$ cat config.mk
export PLATFORM = sky130hd
export DESIGN_NAME = sbus_status_flags
export DESIGN_NICKNAME = d
export VERILOG_FILES = /design/src/rtl/sbus_status_pkg.sv /design/src/rtl/sbus_status_ctrl.sv /design/src/rtl/sbus_status_data.sv /design/src/rtl/sbus_status_flags.sv
export SDC_FILE = /design/constraint.sdc
export NUM_CORES = 1
export LEC_CHECK = 0
export BUFFER_PORTS_ARGS = -buffer_cell sky130_fd_sc_hd__buf_2
export CAP_MARGIN = 40
export CORE_MARGIN = 10
export CORE_UTILIZATION = 30
export DETAILED_ROUTE_END_ITERATION = 10
export HOLD_SLACK_MARGIN = 0.12
export MAX_ROUTING_LAYER = met4
export SYNTH_ARGS = -nofsm -noshare
export SYNTH_HDL_FRONTEND = slang
export SYNTH_SLANG_ARGS = --single-unit
$ cat constraint.sdc
create_clock -name clk -period 2.5 [get_ports clk]
set_input_delay 0.375 -clock clk [delete_from_list [all_inputs] [get_ports clk]]
set_output_delay 0.375 -clock clk [all_outputs]
set_load 0.05 [all_outputs]
$ cat src/rtl/sbus_status_pkg.sv
package sbus_status_pkg;

  localparam int STATUS_W   = 8;
  localparam int BIT_IFR    = 7;
  localparam int BIT_CONT   = 6;
  localparam int BIT_BUSY   = 5;
  localparam int BIT_BRK    = 4;
  localparam int BIT_OVUN   = 3;
  localparam int BIT_MSGTX  = 2;
  localparam int BIT_MSGRX  = 1;
  localparam int BIT_ARMED  = 0;

  // strobes from control to datapath
  typedef struct packed {
    logic rxLoadHold;   // capture arriving byte in receive holding stage
    logic rxShift;      // move receive holding stage into buffer stage
    logic txLoadBuf;    // capture CPU byte in transmit buffer stage
    logic txShift;      // move transmit buffer stage into holding stage
    logic txFromHold;   // shifter takes holding stage (else buffer stage)
  } strobe_t;

endpackage

$ cat src/rtl/sbus_status_ctrl.sv
module sbus_status_ctrl
  import sbus_status_pkg::*;
(
  input  logic                clk,
  input  logic                rstN,
  input  logic                ifrEvt,
  input  logic                contendEvt,
  input  logic                breakEvt,
  input  logic                txDoneEvt,
  input  logic                rxDoneEvt,
  input  logic                busActive,
  input  logic                statusRead,
  input  logic                statusWrite,
  input  logic                rxByteValid,
  input  logic                cpuRxRead,
  input  logic                txWrite,
  input  logic                txStart,
  output strobe_t             strobes,
  output logic [STATUS_W-1:0] statusByte,
  output logic                irq,
  output logic                rxHasData,
  output logic                txByteValid
);

  localparam logic [STATUS_W-1:0] IRQ_MASK =
    STATUS_W'((1 << BIT_IFR) | (1 << BIT_CONT) | (1 << BIT_BRK) |
              (1 << BIT_OVUN) | (1 << BIT_MSGTX) | (1 << BIT_MSGRX));

  logic rxHoldV, rxBufV, txHoldV, txBufV;
  logic rxPop, rxBufFree, rxHoldFree, overrun;
  logic takeHold, takeBuf, underflow, txHoldFree, txBufFree;
  logic [STATUS_W-1:0] flagQ, setVec;

  // receive occupancy decisions
  always_comb begin
    rxPop      = cpuRxRead && rxBufV;
    rxBufFree  = !rxBufV || rxPop;
    strobes.rxShift    = rxHoldV && rxBufFree;
    rxHoldFree = !rxHoldV || strobes.rxShift;
    strobes.rxLoadHold = rxByteValid && rxHoldFree;
    overrun    = rxByteValid && !rxHoldFree;
  end

  // transmit occupancy decisions
  always_comb begin
    takeHold   = txStart && txHoldV;
    takeBuf    = txStart && !txHoldV && txBufV;
    underflow  = txStart && !txHoldV && !txBufV;
    txHoldFree = !txHoldV || takeHold;
    strobes.txShift    = txBufV && !takeBuf && txHoldFree;
    txBufFree  = !txBufV || takeBuf || strobes.txShift;
    strobes.txLoadBuf  = txWrite && txBufFree;
    strobes.txFromHold = txHoldV;
    txByteValid = takeHold || takeBuf;
  end

  always_ff @(posedge clk) begin
    if (!rstN) begin
      rxHoldV <= 1'b0;
      rxBufV  <= 1'b0;
      txHoldV <= 1'b0;
      txBufV  <= 1'b0;
    end else begin
      rxHoldV <= (rxHoldV && !strobes.rxShift) || strobes.rxLoadHold;
      rxBufV  <= (rxBufV && !rxPop) || strobes.rxShift;
      txHoldV <= (txHoldV && !takeHold) || strobes.txShift;
      txBufV  <= (txBufV && !takeBuf && !strobes.txShift) || strobes.txLoadBuf;
    end
  end

  // sticky flags: set beats read-clear
  always_comb begin
    setVec            = '0;
    setVec[BIT_IFR]   = ifrEvt;
    setVec[BIT_CONT]  = contendEvt;
    setVec[BIT_BRK]   = breakEvt;
    setVec[BIT_OVUN]  = overrun || underflow;
    setVec[BIT_MSGTX] = txDoneEvt;
    setVec[BIT_MSGRX] = rxDoneEvt;
    setVec[BIT_ARMED] = statusWrite;
  end

  always_ff @(posedge clk) begin
    if (!rstN) flagQ <= '0;
    else       flagQ <= (statusRead ? '0 : flagQ) | setVec;
  end

  always_comb begin
    statusByte           = flagQ;
    statusByte[BIT_BUSY] = busActive;
    irq                  = |(flagQ & IRQ_MASK);
    rxHasData            = rxBufV;
  end

endmodule

$ cat src/rtl/sbus_status_data.sv
module sbus_status_data
  import sbus_status_pkg::*;
#(
  parameter int DATA_W = 8
) (
  input  logic              clk,
  input  logic              rstN,
  input  strobe_t           strobes,
  input  logic [DATA_W-1:0] rxByteIn,
  input  logic [DATA_W-1:0] txByteIn,
  output logic [DATA_W-1:0] rxDataOut,
  output logic [DATA_W-1:0] txByteOut
);

  logic [DATA_W-1:0] rxHold, rxBuf, txHold, txBuf;

  always_ff @(posedge clk) begin
    if (!rstN) begin
      rxHold <= '0;
      rxBuf  <= '0;
      txHold <= '0;
      txBuf  <= '0;
    end else begin
      if (strobes.rxShift)    rxBuf  <= rxHold;
      if (strobes.rxLoadHold) rxHold <= rxByteIn;
      if (strobes.txShift)    txHold <= txBuf;
      if (strobes.txLoadBuf)  txBuf  <= txByteIn;
    end
  end

  always_comb begin
    rxDataOut = rxBuf;
    txByteOut = strobes.txFromHold ? txHold : txBuf;
  end

endmodule

$ cat src/rtl/sbus_status_flags.sv
module sbus_status_flags
  import sbus_status_pkg::*;
#(
  parameter int DATA_W = 8
) (
  input  logic              clk,
  input  logic              rstN,
  input  logic              ifrEvt,
  input  logic              contendEvt,
  input  logic              breakEvt,
  input  logic              txDoneEvt,
  input  logic              rxDoneEvt,
  input  logic              busActive,
  input  logic              statusRead,
  input  logic              statusWrite,
  input  logic              rxByteValid,
  input  logic [DATA_W-1:0] rxByteIn,
  input  logic              cpuRxRead,
  input  logic              txWrite,
  input  logic [DATA_W-1:0] txByteIn,
  input  logic              txStart,
  output logic [7:0]        statusByte,
  output logic              irq,
  output logic              rxHasData,
  output logic [DATA_W-1:0] rxDataOut,
  output logic              txByteValid,
  output logic [DATA_W-1:0] txByteOut
);

  strobe_t strobes;

  sbus_status_ctrl u_ctrl (
    .clk(clk), .rstN(rstN),
    .ifrEvt(ifrEvt), .contendEvt(contendEvt), .breakEvt(breakEvt),
    .txDoneEvt(txDoneEvt), .rxDoneEvt(rxDoneEvt), .busActive(busActive),
    .statusRead(statusRead), .statusWrite(statusWrite),
    .rxByteValid(rxByteValid), .cpuRxRead(cpuRxRead),
    .txWrite(txWrite), .txStart(txStart),
    .strobes(strobes), .statusByte(statusByte), .irq(irq),
    .rxHasData(rxHasData), .txByteValid(txByteValid)
  );

  sbus_status_data #(.DATA_W(DATA_W)) u_data (
    .clk(clk), .rstN(rstN), .strobes(strobes),
    .rxByteIn(rxByteIn), .txByteIn(txByteIn),
    .rxDataOut(rxDataOut), .txByteOut(txByteOut)
  );

endmodule

==> results.json <==
{
  "outcome": "finished, final reports clean",
  "period_share": 0.756,
  "row_count": 27,
  "drc_errors": 0,
  "first_global_vias": 1420,
  "slew_headroom": 0.543,
  "synth_cell_types": 21,
  "route.met2.wl_um": 1740,
  "grt.overflow.total": 0,
  "dpl.hpwl_um": 2970,
  "grt_pass1_wl_um": 6400,
  "worstPathRequired_ps": 2120,
  "rsz0062_at_grt": "false",
  "sw_frac_of_total": 0.252,
  "power_mw": 1.59,
  "cts_resized": 0,
  "synth_seq_cells": 43,
  "die_area_um2": 9220,
  "avgSynthCellArea_um2": 9.12,
  "synth_fp_nets": 220,
  "hold_buffers": 0,
  "antenna_left": 0,
  "maxCapViolations": 0,
  "cts_max_level": 2,
  "path_max_fanout": 12,
  "top_layer_used": "met4",
  "mostFrequentLayoutCells": "buf_2 (54), dfxtp_1 (43), nand2_1 (42)",
  "setup_viol_count_final": 0,
  "timing.critical_path.buf_inv": 1,
  "cp_slowest_cell": "dfxtp_1",
  "ys_seq_area_frac": 0.497,
  "clock-root-buffer": "clkbuf_8",
  "cts.path.max_buffers": 2,
  "slew_viol_final": 0,
  "area_growth_pct": 24.2,
  "diodes": 0,
  "ys_warn_count": 0,
  "max_stage_delay_ps": 620,
  "p_per_area_nw_per_um2": 737,
  "cts_buffers": 5,
  "setup_tns_ps": 0,
  "yosys.area.top_type_share": 0.497,
  "first_pass_iters": 4,
  "power_leakage_nw": 1.02,
  "cts_tree": "done",
  "pin_count": 57,
  "via_count": 1411,
  "grt_use_total": 0.0901,
  "final_common_cell": "buf_2",
  "place.gp.congestion": 0.712,
  "routedWlPerCell_um": 12.7,
  "cp-start-kind": "flip-flop",
  "num-nets-final": 269,
  "wl_um": 3950,
  "die_w_um": 96,
  "io_buffer_count": 54,
  "grt_max_degree": 42,
  "ys_top_cells_by_area": "dfxtp_1 (50%), mux2i_1 (14%), nand2_1 (9.1%)",
  "path_cells": "mux2_2 -> buf_2",
  "seq_power_share": 0.467,
  "finalCriticalPeriod_ps": 1890,
  "netlist_instances": 190,
  "post_cts_buffers": 0,
  "p_clk_frac": 0.396,
  "max_freq_mhz": 529,
  "core-area_um2": 5540,
  "cp.arrival_ps": 1520,
  "start_util": 0.313,
  "placed_cells": 304,
  "drive_gt1_frac": 0.308,
  "drt-met1-wl_um": 1870,
  "comb_power_share": 0.137,
  "peakVddDrop_mv": 0.356,
  "worstSetupPathType": "flip-flop to primary output",
  "critPathTopFamily": "flip-flops",
  "fin_skew_ps": 6.33,
  "syn_area_um2": 1730,
  "worstMarginPinSlew_ps": 685,
  "cts.sinks": 43,
  "setup.worst_path.end_class": "primary output",
  "antenna_found_initial": 0,
  "layoutNonFillerInstCount": 312,
  "hp-class": "primary input to flip-flop",
  "power.switching_mw": 0.400,
  "dieHeight_um": 96,
  "drtIter0Drc": 58,
  "clkTransAtPathRegs_ps": 80,
  "vias_per_cell": 4.52,
  "yosysTopAreaCell": "dfxtp_1",
  "worstSkewPairLatency_ps": 290,
  "wl_met3_um": 299,
  "internal_power_mw": 1.19,
  "hold_viol_final": 0
}
==> final cells by class <==
class | instances | area, µm²
Fill cell | 590 | 3390
Sequential cell | 43 | 861
Multi-Input combinational cell | 130 | 779
Timing Repair Buffer | 54 | 270
Tap cell | 72 | 90.1
Clock buffer | 6 | 72.6
Clock inverter | 2 | 60.1
Inverter | 5 | 18.8
==> flip-flops by register name (all words and copies together) (netlist names) <==
signal / flops
u_data.txHold: 8
u_data.txBuf: 8
u_ctrl.rxHoldV: 1
u_ctrl.rxHasData: 1
u_data.rxHold: 8
u_ctrl.txHoldV: 1
u_ctrl.flagQ: 7
u_ctrl.txBufV: 1
u_data.rxDataOut: 8
==> power by group through the flow <==
stage          Combinational (mW)  Clock [mW]  Sequential, mW
5_1_grt                     0.239       0.667           0.746
6_report                    0.218       0.629           0.740
3_3_place_gp                0.219           0           0.757
3_5_place_dp                0.222           0           0.757
4_1_cts                     0.222       0.648           0.741
2_1_floorplan               0.135           0           0.790
==> through the flow <==
step,cell area [µm²],utilization,hold WS (ps),setup WS [ps]
2_1_floorplan,1730,-,435,906
3_3_place_gp,2020,0.364,448,956
3_5_place_dp,2020,0.364,452,917
4_1_cts,2150,0.388,272,582
5_1_grt,2150,0.388,282,544
6_report,2150,0.388,284,609
==> cell families after synthesis <==
logic type / Yosys count / synth area share
AOI/OAI and AO/OA: 30 / 0.0917
xor gates and xnor gates: 1 / 0.00506
buffers and inverters: 17 / 0.0534
DFF: 43 / 0.497
muxes: 32 / 0.191
and+or+nand+nor: 67 / 0.162
==> Yosys cell counts <==
cell and number:
nor2_1 10, mux2i_1 24, nand2_2 2, nor2b_2 1
dfxtp_1 43, inv_2 1, xnor2_1 1, nand2b_1 1
a22oi_1 1, nand3_1 9, buf_2 8, buf_6 1
nand3b_1 1, inv_1 4, a21boi_2 1, nor4_1 1
mux2_2 8, a21oi_1 19, o21ai_0 9, buf_4 3
nand2_1 42
==> routing by layer <==
| metal | vias to the layer above | GRT usage |
|---|---|---|
| met5 | - | - |
| met4 | 0 | 0.0369 |
| met3 | 6 | 0.0342 |
| met2 | 43 | 0.141 |
| met1 | 626 | 0.101 |
| li1 | 736 | - |
==> final timing paths <==
check / from / endpoint / slack (ps) / cells after the start
worst max-delay path: u_ctrl.txHoldV$_SDFF_PN0_ / txByteOut[7] / 610 / 2
worst min register to register: u_data.txHold[1]$_SDFFE_PN0P_ / u_data.txHold[1]$_SDFFE_PN0P_ / 460 / 2
worst min-delay path: contendEvt / u_ctrl.flagQ[6]$_SDFF_PN0_ / 280 / 3
worst max register to register: u_ctrl.txHoldV$_SDFF_PN0_ / u_data.txBuf[2]$_SDFFE_PN0P_ / 1140 / 3
==> worst register-to-register path, cell delays in order, from the launching register on <==
cell and delay (ps):
dfxtp_1 620, nand3b_1 190, nand2_2 270, mux2i_1 220
Note: power is estimated with default switching activity, not from simulation.
